### src/rtl/priv_gate_pkg.sv
package priv_gate_pkg;
  localparam int CLASS_W = 2;
  localparam int PRIV_W  = 2;
  localparam int CODE_W  = 2;

  typedef enum logic [CLASS_W-1:0] {
    CLS_WAIT      = 2'b00,
    CLS_SFENCE    = 2'b01,
    CLS_HFENCE_GV = 2'b10,
    CLS_HFENCE_GP = 2'b11
  } insn_class_e;

  typedef enum logic [PRIV_W-1:0] {
    PRV_USER  = 2'b00,
    PRV_SUPER = 2'b01,
    PRV_RSVD  = 2'b10,
    PRV_MACH  = 2'b11
  } priv_e;

  typedef enum logic [CODE_W-1:0] {
    VERDICT_ALLOW = 2'b00,
    VERDICT_ILL   = 2'b01,
    VERDICT_VIRT  = 2'b10
  } verdict_e;

  typedef struct packed {
    logic ill;
    logic vfault;
  } raw_fault_t;
endpackage

### src/rtl/wait_rule.sv
module wait_rule
  import priv_gate_pkg::*;
(
  input  logic       is_user,
  input  logic       is_super,
  input  logic       virt,
  input  logic       s_present,
  input  logic       tw,
  input  logic       vtw,
  output raw_fault_t fault
);
  logic tw_hit;
  logic user_no_virt;

  always_comb begin
    tw_hit       = tw && (is_super || (is_user && !s_present));
    user_no_virt = is_user && s_present && !virt;
    fault.ill    = tw_hit || user_no_virt;
    fault.vfault = virt && (is_user || (is_super && vtw));
  end
endmodule

### src/rtl/sfence_rule.sv
module sfence_rule
  import priv_gate_pkg::*;
(
  input  logic       is_user,
  input  logic       is_super,
  input  logic       virt,
  input  logic       h_present,
  input  logic       tvm,
  input  logic       vtvm,
  output raw_fault_t fault
);
  always_comb begin
    fault.ill    = is_user || (is_super && tvm);
    fault.vfault = h_present && virt && vtvm;
  end
endmodule

### src/rtl/hfence_rule.sv
module hfence_rule
  import priv_gate_pkg::*;
#(
  parameter bit GUEST_PHYS = 1'b0
)(
  input  logic       is_super,
  input  logic       is_mach,
  input  logic       virt,
  input  logic       tvm,
  output raw_fault_t fault
);
  logic base_ill;
  logic extra_ill;

  always_comb begin
    base_ill     = !(is_mach || is_super);
    fault.vfault = is_super && virt;
  end

  generate
    if (GUEST_PHYS) begin : g_phys
      always_comb extra_ill = is_super && !virt && tvm;
    end else begin : g_virt
      always_comb extra_ill = 1'b0;
    end
  endgenerate

  always_comb fault.ill = base_ill || extra_ill;
endmodule

### src/rtl/priv_insn_gate.sv
module priv_insn_gate
  import priv_gate_pkg::*;
(
  input  logic              clk,
  input  logic              rst_n,
  input  logic              req_valid,
  input  logic [CLASS_W-1:0] req_class,
  input  logic [PRIV_W-1:0]  req_priv,
  input  logic              req_virt,
  input  logic              cfg_s_present,
  input  logic              cfg_h_present,
  input  logic              trap_tw,
  input  logic              trap_tvm,
  input  logic              trap_vtw,
  input  logic              trap_vtvm,
  output logic              rsp_valid,
  output logic [CODE_W-1:0]  rsp_code,
  output logic              rsp_halt
);
  logic       is_user, is_super, is_mach, is_rsvd;
  raw_fault_t f_wait, f_sfence, f_hgv, f_hgp, f_sel;
  verdict_e   verdict_d;
  logic       halt_d;

  always_comb begin
    is_user  = (req_priv == PRV_USER);
    is_super = (req_priv == PRV_SUPER);
    is_mach  = (req_priv == PRV_MACH);
    is_rsvd  = (req_priv == PRV_RSVD);
  end

  wait_rule u_wait (
    .is_user(is_user), .is_super(is_super), .virt(req_virt),
    .s_present(cfg_s_present), .tw(trap_tw), .vtw(trap_vtw),
    .fault(f_wait)
  );

  sfence_rule u_sfence (
    .is_user(is_user), .is_super(is_super), .virt(req_virt),
    .h_present(cfg_h_present), .tvm(trap_tvm), .vtvm(trap_vtvm),
    .fault(f_sfence)
  );

  hfence_rule #(.GUEST_PHYS(1'b0)) u_hfence_gv (
    .is_super(is_super), .is_mach(is_mach), .virt(req_virt),
    .tvm(trap_tvm), .fault(f_hgv)
  );

  hfence_rule #(.GUEST_PHYS(1'b1)) u_hfence_gp (
    .is_super(is_super), .is_mach(is_mach), .virt(req_virt),
    .tvm(trap_tvm), .fault(f_hgp)
  );

  always_comb begin
    unique case (insn_class_e'(req_class))
      CLS_WAIT:      f_sel = f_wait;
      CLS_SFENCE:    f_sel = f_sfence;
      CLS_HFENCE_GV: f_sel = f_hgv;
      default:       f_sel = f_hgp;
    endcase
    if (is_rsvd || f_sel.ill) verdict_d = VERDICT_ILL;
    else if (f_sel.vfault)    verdict_d = VERDICT_VIRT;
    else                      verdict_d = VERDICT_ALLOW;
    halt_d = (verdict_d == VERDICT_ALLOW) && (req_class == CLS_WAIT);
  end

  always_ff @(posedge clk or negedge rst_n) begin
    if (!rst_n) begin
      rsp_valid <= 1'b0;
      rsp_code  <= VERDICT_ALLOW;
      rsp_halt  <= 1'b0;
    end else begin
      rsp_valid <= req_valid;
      if (req_valid) begin
        rsp_code <= verdict_d;
        rsp_halt <= halt_d;
      end
    end
  end
endmodule

### config.mk
export PLATFORM = sky130hd
export DESIGN_NAME = priv_insn_gate
export DESIGN_NICKNAME = d
export VERILOG_FILES = /design/src/rtl/priv_gate_pkg.sv /design/src/rtl/wait_rule.sv /design/src/rtl/sfence_rule.sv /design/src/rtl/hfence_rule.sv /design/src/rtl/priv_insn_gate.sv
export SDC_FILE = /design/constraint.sdc
export NUM_CORES = 1
export LEC_CHECK = 0
export BUFFER_PORTS_ARGS = -buffer_cell sky130_fd_sc_hd__buf_2
export CORE_AREA = 3 3 40 42
export CTS_BUF_LIST = sky130_fd_sc_hd__clkbuf_8
export DETAILED_ROUTE_END_ITERATION = 10
export DIE_AREA = 0 0 43 45
export PLACE_DENSITY_LB_ADDON = 0.12
export SYNTH_ARGS = -nofsm -noshare
export SYNTH_HDL_FRONTEND = slang
export SYNTH_SLANG_ARGS = --single-unit
### constraint.sdc
create_clock -name clk -period 1.3 [get_ports clk]
set_input_delay 0.195 -clock clk [delete_from_list [all_inputs] [get_ports clk]]
set_output_delay 0.195 -clock clk [all_outputs]
set_load 0.1 [all_outputs]
* Yosys cells after proc, flatten, opt, wreduce, memory -nomap -nowiden
Cells that the tools add are included.
W data, S select, Z words.
** Storage, ports and cells
- Output and inout bits :: 4
- Flip-flop bits (word level) :: 4
- Logic and storage cells :: 37
- Input bits :: 14
** Cells by class
- Muxes and demuxes :: 3
- Eq/ne operators :: 5
- Reduce and logical (&&, ||, !) cells :: 26
** Operator list (number)
- $logic_and A1 B1 Y1 :: 13
- $logic_or A1 B1 Y1 :: 7
- $eq A2 B2 Y1 const B :: 3
- $logic_not A2 Y1 :: 3
- $pmux W2 S3 :: 1
- $eq A2 B1 Y1 const B :: 2
- $mux W2 :: 2
- $logic_not A1 Y1 :: 3

* Longest topological paths before layout
Gate-level depths: netlist (run 1).
- Depth in word-level cells :: 10
- Depth in mapped cells :: 4
- Depth with buffers taken out :: 4

* By module
A second synthesis (run 1) with hierarchy kept.
** Second synthesis, totals
- Cell total of the unflattened synthesis :: 34
- Area, all modules :: 340.3 µm²
** By module, submodules not included
- priv_insn_gate :: cells an instance 21, seq. area each 100.1 µm², area an instance 255.2 µm², times used 1
- wait_rule :: cells an instance 5, seq. area each 0.0 µm², area an instance 33.8 µm², times used 1
- hfence_rule at u_hfence_gp :: cells an instance 3, seq. area each 0.0 µm², area an instance 20.0 µm², times used 1
- hfence_rule at u_hfence_gv :: cells an instance 3, seq. area each 0.0 µm², area an instance 17.5 µm², times used 1
- sfence_rule :: cells an instance 2, seq. area each 0.0 µm², area an instance 13.8 µm², times used 1

* Least setup slack after synthesis (run 1)
OpenSTA, ideal clock, no wires.
- Kind :: register -> register
- Start point :: register, netlist name rsp_code[1]
- End point :: register rsp_code[1]
- Data required time :: 1177 ps
- Setup time :: 123 ps
- Path buffers :: 0
- Clock period less this slack :: 1222 ps
- Arrival :: 1100 ps
- Path slack :: 78 ps
- Stages on the path, launching flop included :: 2
- Cells stage by stage :: dfrtp_1 a32o_2
** RTL lines
- end signal, assigned :: line priv_insn_gate.sv:75 : rsp_code <= verdict_d;
- end, declared :: line priv_insn_gate.sv:17 : output logic [CODE_W-1:0] rsp_code,

* Worst setup path in the final report (run 1)
- Start point :: register rsp_halt
- End point :: output rsp_halt
** RTL lines
- start, declared :: line priv_insn_gate.sv:18 : output logic rsp_halt
- start signal, assigned :: line priv_insn_gate.sv:76 : rsp_halt <= halt_d;
No word-level cell between the ends.

==> metrics.json, run 1 <==
{
  "std_cell_rows": 13,
  "cell_depth_of_the_worst_min_delay_path": 1,
  "synth.area.mux_share": 0,
  "core_mm2": 0.00128,
  "layout_setup_ws_ps": 130,
  "ys_warn_count": 0,
  "setup.worst_path.start_class": "flop",
  "combinational_family_with_the_most_area_after_synthesis": "compound AO/OA/AOI/OAI gates",
  "area_growth_pct": 66.3,
  "status": "completed",
  "number_of_antenna_violations_at_the_first_check_in_global_routing": 0,
  "layout_common_cells": "17 x sky130_fd_sc_hd__buf_2, 4 x sky130_fd_sc_hd__nor2_1, 4 x sky130_fd_sc_hd__dfrtp_1",
  "layout.cell_area.non_filler_um2": 389,
  "die_height_um": 45,
  "critical_path.slowest_cell": "sky130_fd_sc_hd__buf_2",
  "p_per_area_mw_per_mm2": 1330,
  "dieWidth_um": 43,
  "largest_fanout_on_the_critical_path": 2,
  "synth_seq_area_share": 0.428,
  "finalCriticalPeriod_ps": 1170,
  "critPathBufInv": 1,
  "timing.critical_path.cells": "buf_2",
  "ctsHoldBuffers": 1,
  "crit_type": "flop to output port",
  "postCtsSetupBuffers": 0,
  "timing.hold.worst_endpoint": "rsp_valid",
  "worst_slew_pin_slew_ps": 484,
  "synth-adder-area-share": 0,
  "cts.reportedPaths.clkPinSlew_ps": 30,
  "fin_worst_hold_slack_ps": 118,
  "dpl_cell_area_um2": 338,
  "report.final.setup_viol": 0,
  "hold_start": "req_valid",
  "worstHoldPathType": "input port to flop",
  "timing.final.max_slew_violations": 0,
  "synth.ff_latch_count": 4,
  "synth_xor_area_frac": 0,
  "tritoncts.num_buffers": 3,
  "i_o_pins": 18,
  "synth_cell_types": 16,
  "root_buffer": "sky130_fd_sc_hd__clkbuf_8",
  "first_iter_violations": 0,
  "vias": 261,
  "drive_gt1_frac": 0.511,
  "peakVddDrop_v": 0.000510,
  "leading_cell_type_in_the_layout_fill_and_taps_excluded": "sky130_fd_sc_hd__buf_2",
  "detail_route.wirelength_um": 668,
  "critPathLaunch": "rsp_halt",
  "register_to_register_path_depth": 1,
  "synth_nets": 38,
  "critical_path.endpoint_type": "output port",
  "global_route_wire_length_before_repair_um": 1100,
  "max_cap_viol_count": 0,
  "die_area_mm2": 0.00194,
  "crit_required_ps": 1110,
  "ys_top_cells_by_area": "sky130_fd_sc_hd__dfrtp_1 43%, sky130_fd_sc_hd__nor2_1 6.4%, sky130_fd_sc_hd__a211oi_2 5.3%",
  "slew-limit-headroom": 0.679,
  "synth-simple-area-share": 0.209,
  "rsz0062_at_grt": "false",
  "gp_congestion": 0.840,
  "r2r_setup_slack_ps": 590,
  "clkLatencyLatePin_ps": 210,
  "setup-tns-final_ps": 0,
  "synth_cells": 24,
  "leakagePower_nw": 0.204,
  "synth_compound_gate_area_share": 0.332,
  "cts_max_level": 1,
  "post_synth_instance_area_um2": 234,
  "reg2reg_to": "rsp_halt",
  "critical-path-top-delay-family": "buffers and inverters",
  "synth_largest_area_cell": "sky130_fd_sc_hd__dfrtp_1",
  "place_worst_setup_slack_ps": 46.1,
  "final_nets": 61,
  "period_share": 0.900,
  "yosysTopAreaCellShare": 0.428,
  "critical-path-max-stage-delay_ps": 420,
  "finalHoldViolCount": 0,
  "final.fill_count": 146,
  "overflow": 0,
  "antenna-diode-count": 0,
  "first_global_vias": 275,
  "first_pass_iters": 1,
  "port-buffer-count": 17,
  "synth_area_per_cell_um2": 9.75,
  "post_cts_resize_count": 0,
  "antenna_violating_nets_post_route": 0,
  "drt-wirelength-per-cell_um": 11.1,
  "grt_start_max_net_pins": 6,
  "skew_ps": 0,
  "gr-usage-all-layers": 0.0786,
  "routed_via_density": 4.35,
  "clock.fmax_mhz": 854,
  "drc": 0,
  "critPathArrivalTime_ps": 980,
  "number_of_sinks_on_the_clock_net": 4,
  "ctsLongestPathBuffers": 2,
  "tritoncts_clock_tree": "built",
  "initial_utilization": 0.182,
  "regToRegStartpoint": "rsp_halt"
}
## cells by family after synthesis
kind of cell | count (synthesis)
and+or+nand+nor | 9
AOI/OAI and AO/OA | 9
DFF | 4
buffers and inverters | 2
## registers in the layout, summed over array words and instances, names as in the netlist
register	count
rsp_halt	1
rsp_code	2
rsp_valid	1
## per-stage QoR
step                      std cells  power, mW   util
after floorplan                  24      0.221      -
after global placement           56      0.262  0.263
after detailed placement         56      0.264  0.263
after CTS                        60      0.532  0.303
after global routing             60      0.541  0.303
final                            60      0.519  0.303
## where the power goes
group / internal [mW] / total, mW / leakage (nW) / switching, mW
logic: 0.0355 / 0.127 / 0.132 / 0.0917
registers: 0.133 / 0.137 / 0.0500 / 0.00336
clock network: 0.197 / 0.256 / 0.0216 / 0.0587
total: 0.366 / 0.519 / 0.204 / 0.154
## routing by layer
layer / track usage / up-vias / part of all wire
met2: 0.120 / 14 / 0.44
met5: 0 / - / 0
met3: 0.0239 / 0 / 0.15
met4: 0.0723 / 0 / 0
li1: - / 133 / -
met1: 0.0878 / 114 / 0.40
## cell usage after synthesis, drive strengths merged
library cell,n
a211oi,2
a21bo,1
a22o,1
a311oi,1
a32o,1
a32oi,1
and3b,1
dfrtp,4
inv,2
nand2,1
nand2b,1
nand3,1
nor2,4
nor3,1
o21ai,2
## layout make-up
cell class              count  area, um2  share of cell area
well taps                  15       18.8              0.0482
flip-flops and latches      4        100               0.257
clock buffers               3       41.3               0.106
inverters                   2       7.51              0.0193
multi-input cells          18        126               0.325
repair buffers             18       95.1               0.244
## worst max-delay path by stage
stage               cells after the start           to  slack (ps)
floorplan                               1  rsp_code[1]          80
global placement                        5  rsp_code[1]          60
detailed placement                      5  rsp_code[1]          50
CTS                                     1     rsp_halt         120
global route                            1  rsp_code[1]          90
finish                                  1     rsp_halt         130
(Power assumes the default switching activity.)
==> run 2: changes to the inputs <==
Clock period 1.3 ns to 1.1 ns, I/O delays scaled along.
==> run 2 against run 1 <==
Utilization up 8.8 points. First-iteration DRC count increased by 2. Clock skew unchanged. Worst hold slack worse by 31 ps. Largest cell class is now non-clock buffers. Design area increased by 29%. Register-to-register slack lost 250 ps. Largest power group unchanged. Critical endpoint is now rsp_code[0]. Combinational power is 54% higher. Sequential power is 23% higher.
==> metrics.json, run 2 (synthesis results as in run 1) <==
{
  "timing.final.max_slew_violations": 0,
  "i_o_pins": 18,
  "grt-busiest-layer": "met2",
  "grt_util_met1": 0.0856,
  "critical_path.endpoint_type": "output port",
  "cts_max_level": 1,
  "reg.largest.list": "rsp_code (2), rsp_halt (1), rsp_valid (1)",
  "overflow": 0,
  "first_iter_violations": 2,
  "timing.hold.worst_endpoint": "rsp_valid",
  "power_share_of_the_sequential_group": 0.243,
  "fin_worst_hold_slack_ps": 86.7,
  "register_area_um2": 104,
  "finalCriticalPeriod_ps": 981,
  "reg2reg_to": "rsp_halt",
  "antenna_violating_nets_post_route": 0,
  "layout_common_cells": "13 x sky130_fd_sc_hd__buf_2, 6 x sky130_fd_sc_hd__buf_4, 4 x sky130_fd_sc_hd__nor2_1, 4 x sky130_fd_sc_hd__buf_12",
  "post_cts_resize_count": 0,
  "regToRegStartpoint": "rsp_halt",
  "period_share": 0.891,
  "routed_via_density": 4.31,
  "internal_power_mw": 0.483,
  "first_pass_iters": 2,
  "ctsHoldBuffers": 1,
  "drive_gt1_frac": 0.615,
  "gp_congestion": 0.715,
  "first_global_vias": 307,
  "std_cell_rows": 13,
  "ctsLongestPathBuffers": 2,
  "cts.reportedPaths.clkPinSlew_ps": 40,
  "leakagePower_nw": 0.252,
  "leading_cell_type_in_the_layout_fill_and_taps_excluded": "sky130_fd_sc_hd__buf_2",
  "worstHoldPathType": "input port to flop",
  "power.share.combinational": 0.282,
  "status": "completed",
  "number_of_antenna_violations_at_the_first_check_in_global_routing": 0,
  "vias": 289,
  "critical-path-top-delay-family": "flip-flops",
  "cell_depth_of_the_worst_min_delay_path": 1,
  "detail_route.wirelength_um": 734,
  "peakVddDrop_v": 0.000971,
  "globalRouteMet3Util": 0.0279,
  "drt-wirelength-per-cell_um": 11.0,
  "setup.worst_path.start_class": "flop",
  "switchingPower_mw": 0.212,
  "port-buffer-count": 17,
  "final.fill_count": 133,
  "r2r_setup_slack_ps": 340,
  "number_of_sinks_on_the_clock_net": 4,
  "gr-usage-met2": 0.132,
  "final_nets": 67,
  "post-dp-hpwl_um": 614,
  "critPathArrivalTime_ps": 820,
  "p_per_area_mw_per_mm2": 1390,
  "flip_flop_count_of_the_largest_register_all_copies_and_words_added": 2,
  "register_to_register_path_depth": 1,
  "setup-tns-final_ps": 0,
  "slew-limit-headroom": 0.826,
  "rsz0062_at_grt": "false",
  "finalHoldViolCount": 0,
  "gr-usage-all-layers": 0.0845,
  "critPathBufInv": 1,
  "global_route_wire_length_before_repair_um": 1160,
  "clock.fmax_mhz": 1020,
  "antenna-diode-count": 0,
  "die_height_um": 45,
  "area_growth_pct": 114,
  "dieWidth_um": 43,
  "clkLatencyLatePin_ps": 220,
  "tritoncts.num_buffers": 3,
  "crit_type": "flop to output port",
  "worst_slew_pin_slew_ps": 261,
  "critical_path.slowest_cell": "sky130_fd_sc_hd__dfrtp_2",
  "register_with_the_most_flip_flops": "rsp_code",
  "hold_start": "req_valid",
  "root_buffer": "sky130_fd_sc_hd__clkbuf_8",
  "grt_start_max_net_pins": 5,
  "crit_required_ps": 940,
  "skew_ps": 0,
  "tritoncts_clock_tree": "built",
  "power.share.clock": 0.475,
  "timing.critical_path.cells": "buf_12",
  "core_mm2": 0.00128,
  "die_area_mm2": 0.00194,
  "max_cap_viol_count": 0,
  "multi_input_area_um2": 126,
  "largest_fanout_on_the_critical_path": 2,
  "switching_share": 0.305,
  "critical-path-max-stage-delay_ps": 420,
  "postCtsSetupBuffers": 0,
  "initial_utilization": 0.182,
  "drc": 0,
  "report.final.setup_viol": 0
}
==> run 2: cell count changes in the layout (fill, tap and decap cells not counted), sizes merged <==
cell  change
buf       +6
inv       +1
==> run 2: worst max-delay path by stage <==
stage,slack (ps),end,depth (start not counted),startpoint
after floorplan,50,rsp_valid,0,rsp_valid
after global routing,50,rsp_code[1],5,req_virt
after detailed placement,-60,rsp_code[1],5,req_class[1]
after global placement,-70,rsp_code[1],5,req_class[1]
final,120,rsp_code[0],1,rsp_code[0]
after CTS,120,rsp_code[0],1,rsp_code[0]
==> run 2: metal layers <==
layer  part of all wire  up-vias
met5                  0        -
met4              0.022        0
met3              0.065        3
met2               0.51        9
met1               0.40      129
li1                   -      148
==> run 2: layout make-up <==
| cell class | instances | share of cell area |
|---|---|---|
| well taps | 15 | 0.0374 |
| clock inverters | 1 | 0.00748 |
| multi-input cells | 18 | 0.252 |
| clock buffers | 3 | 0.0823 |
| flip-flops and latches | 4 | 0.207 |
| repair buffers | 24 | 0.399 |
| inverters | 2 | 0.0150 |
==> run 2: metrics by stage <==
| step | util | setup slack [ps] | instances | power (mW) | area (um2) |
|---|---|---|---|---|---|
| after floorplan | - | 51.7 | 24 | 0.262 | 238 |
| after global placement | 0.348 | -68.7 | 62 | 0.363 | 447 |
| after detailed placement | 0.348 | -63.8 | 62 | 0.365 | 447 |
| after CTS | 0.390 | 120 | 67 | 0.704 | 502 |
| after global routing | 0.390 | 54.2 | 67 | 0.727 | 502 |
| final | 0.390 | 119 | 67 | 0.695 | 502 |
==> run 2: power by group through the flow <==
stage          sequential (mW)  combinational, mW  clock (mW)
2_1_floorplan            0.234             0.0282           0
3_3_place_gp             0.170              0.193           0
3_5_place_dp             0.171              0.194           0
4_1_cts                  0.169              0.197       0.338
5_1_grt                  0.170              0.207       0.350
6_report                 0.169              0.196       0.330
==> run 3: changes to the inputs <==
Settings changed: PLACE_DENSITY_LB_ADDON 0.12 to unset.
==> run 3 against run 2 <==
Sequential share of layout area rose by 1.7 points. Worst hold slack got worse by 0.68 ps. Clock skew unchanged. Global-route usage is 0.90 points higher. Clock-buffer cell count unchanged. Routed wire length shrank 0.27%. Clock power fell by 2%. Design area decreased by 7.5%. Maximum frequency about the same. Largest cell class unchanged. Largest power group unchanged. Highest routed layer is now met3.
==> metrics.json, run 3 (synthesis results as in run 1) <==
{
  "status": "completed",
  "detail_route.wirelength_um": 732,
  "final_nets": 62,
  "critical_path.slowest_cell": "sky130_fd_sc_hd__dfrtp_2",
  "flip_flop_count_of_the_largest_register_all_copies_and_words_added": 2,
  "gr-usage-met2": 0.171,
  "post_cts_resize_count": 0,
  "period_share": 0.891,
  "critPathBufInv": 1,
  "largest_fanout_on_the_critical_path": 2,
  "first_pass_iters": 4,
  "crit_type": "flop to output port",
  "grt_util_met1": 0.0947,
  "register_with_the_most_flip_flops": "rsp_code",
  "fin_cells": 62,
  "layout_common_cells": "13 x sky130_fd_sc_hd__buf_2, 4 x sky130_fd_sc_hd__nor2_1, 4 x sky130_fd_sc_hd__buf_12",
  "routed_via_density": 4.47,
  "dieWidth_um": 43,
  "ctsHoldBuffers": 1,
  "critPathArrivalTime_ps": 810,
  "layout_setup_ws_ps": 120,
  "dpl_cell_area_um2": 409,
  "root_buffer": "sky130_fd_sc_hd__clkbuf_8",
  "critical_path.endpoint_type": "output port",
  "worst_slew_pin_slew_ps": 269,
  "critical-path-max-stage-delay_ps": 420,
  "antenna_violating_nets_post_route": 0,
  "gp_congestion": 0.714,
  "grt-busiest-layer": "met2",
  "antenna-diode-count": 0,
  "port-buffer-count": 17,
  "finalHoldViolCount": 0,
  "area_growth_pct": 98.4,
  "reg.largest.list": "rsp_code (2), rsp_halt (1), rsp_valid (1)",
  "initial_utilization": 0.182,
  "die_height_um": 45,
  "setup-tns-final_ps": 0,
  "grt_start_max_net_pins": 6,
  "finalCriticalPeriod_ps": 980,
  "worstHoldPathType": "input port to flop",
  "postCtsSetupBuffers": 0,
  "number_of_antenna_violations_at_the_first_check_in_global_routing": 0,
  "first_iter_violations": 7,
  "globalRouteMet3Util": 0.0398,
  "vias": 277,
  "first_global_vias": 301,
  "finalPower_mw": 0.675,
  "clock.fmax_mhz": 1020,
  "rsz0062_at_grt": "false",
  "timing.critical_path.cells": "buf_12",
  "tritoncts.num_buffers": 3,
  "drt-wirelength-per-cell_um": 11.8,
  "global_route_wire_length_before_repair_um": 1280,
  "i_o_pins": 18,
  "core_mm2": 0.00128,
  "gr-usage-all-layers": 0.0935,
  "number_of_sinks_on_the_clock_net": 4,
  "ctsLongestPathBuffers": 2,
  "layout.cell_area.non_filler_um2": 464,
  "place_worst_setup_slack_ps": -55.1,
  "fin_worst_hold_slack_ps": 86.0,
  "max_cap_viol_count": 0,
  "cts_max_level": 1,
  "skew_ps": 0,
  "place_inst": 57,
  "crit_required_ps": 940,
  "peakVddDrop_v": 0.00106,
  "critical-path-top-delay-family": "flip-flops",
  "post-dp-hpwl_um": 547,
  "drc": 0,
  "cts.reportedPaths.clkPinSlew_ps": 40,
  "timing.final.max_slew_violations": 0,
  "tritoncts_clock_tree": "built",
  "leakagePower_nw": 0.228,
  "final_util": 0.361,
  "drive_gt1_frac": 0.574,
  "std_cell_rows": 13,
  "slew-limit-headroom": 0.819,
  "setup.worst_path.start_class": "flop",
  "leading_cell_type_in_the_layout_fill_and_taps_excluded": "sky130_fd_sc_hd__buf_2",
  "report.final.setup_viol": 0,
  "p_per_area_mw_per_mm2": 1450,
  "clkLatencyLatePin_ps": 220,
  "overflow": 0,
  "die_area_mm2": 0.00194
}
[run 3: power breakdown]
group	leakage [nW]	switching (mW)	internal, mW
Combinational	0.155	0.109	0.0739
Clock	0.0269	0.0842	0.239
Sequential	0.0460	0.00992	0.159
Total	0.228	0.203	0.472
[run 3: cell type report]
class / instances / area [um2]
Clock buffer: 3 / 41.3
Clock inverter: 1 / 3.75
Fill cell: 130 / 821
Inverter: 2 / 7.51
Multi-Input combinational cell: 18 / 126
Sequential cell: 4 / 104
Tap cell: 15 / 18.8
Timing Repair Buffer: 19 / 163
[run 3: worst paths after layout]
kind,from,end,slack (ps),cells past startpoint
max,rsp_code[1],rsp_code[1],120,1
min,req_valid,rsp_valid,90,1
max reg2reg,rsp_code[1],rsp_code[1],320,1
min reg2reg,rsp_halt,rsp_halt,550,1
max in group asynchronous,rst_n,rsp_halt,660,2
min in group asynchronous,rst_n,rsp_code[0],300,2
[run 3: layer usage]
metal / share of wire / vias up
li1: - / 139
met4: 0 / 0
met2: 0.53 / 9
met1: 0.42 / 129
met3: 0.051 / 0
met5: 0 / -
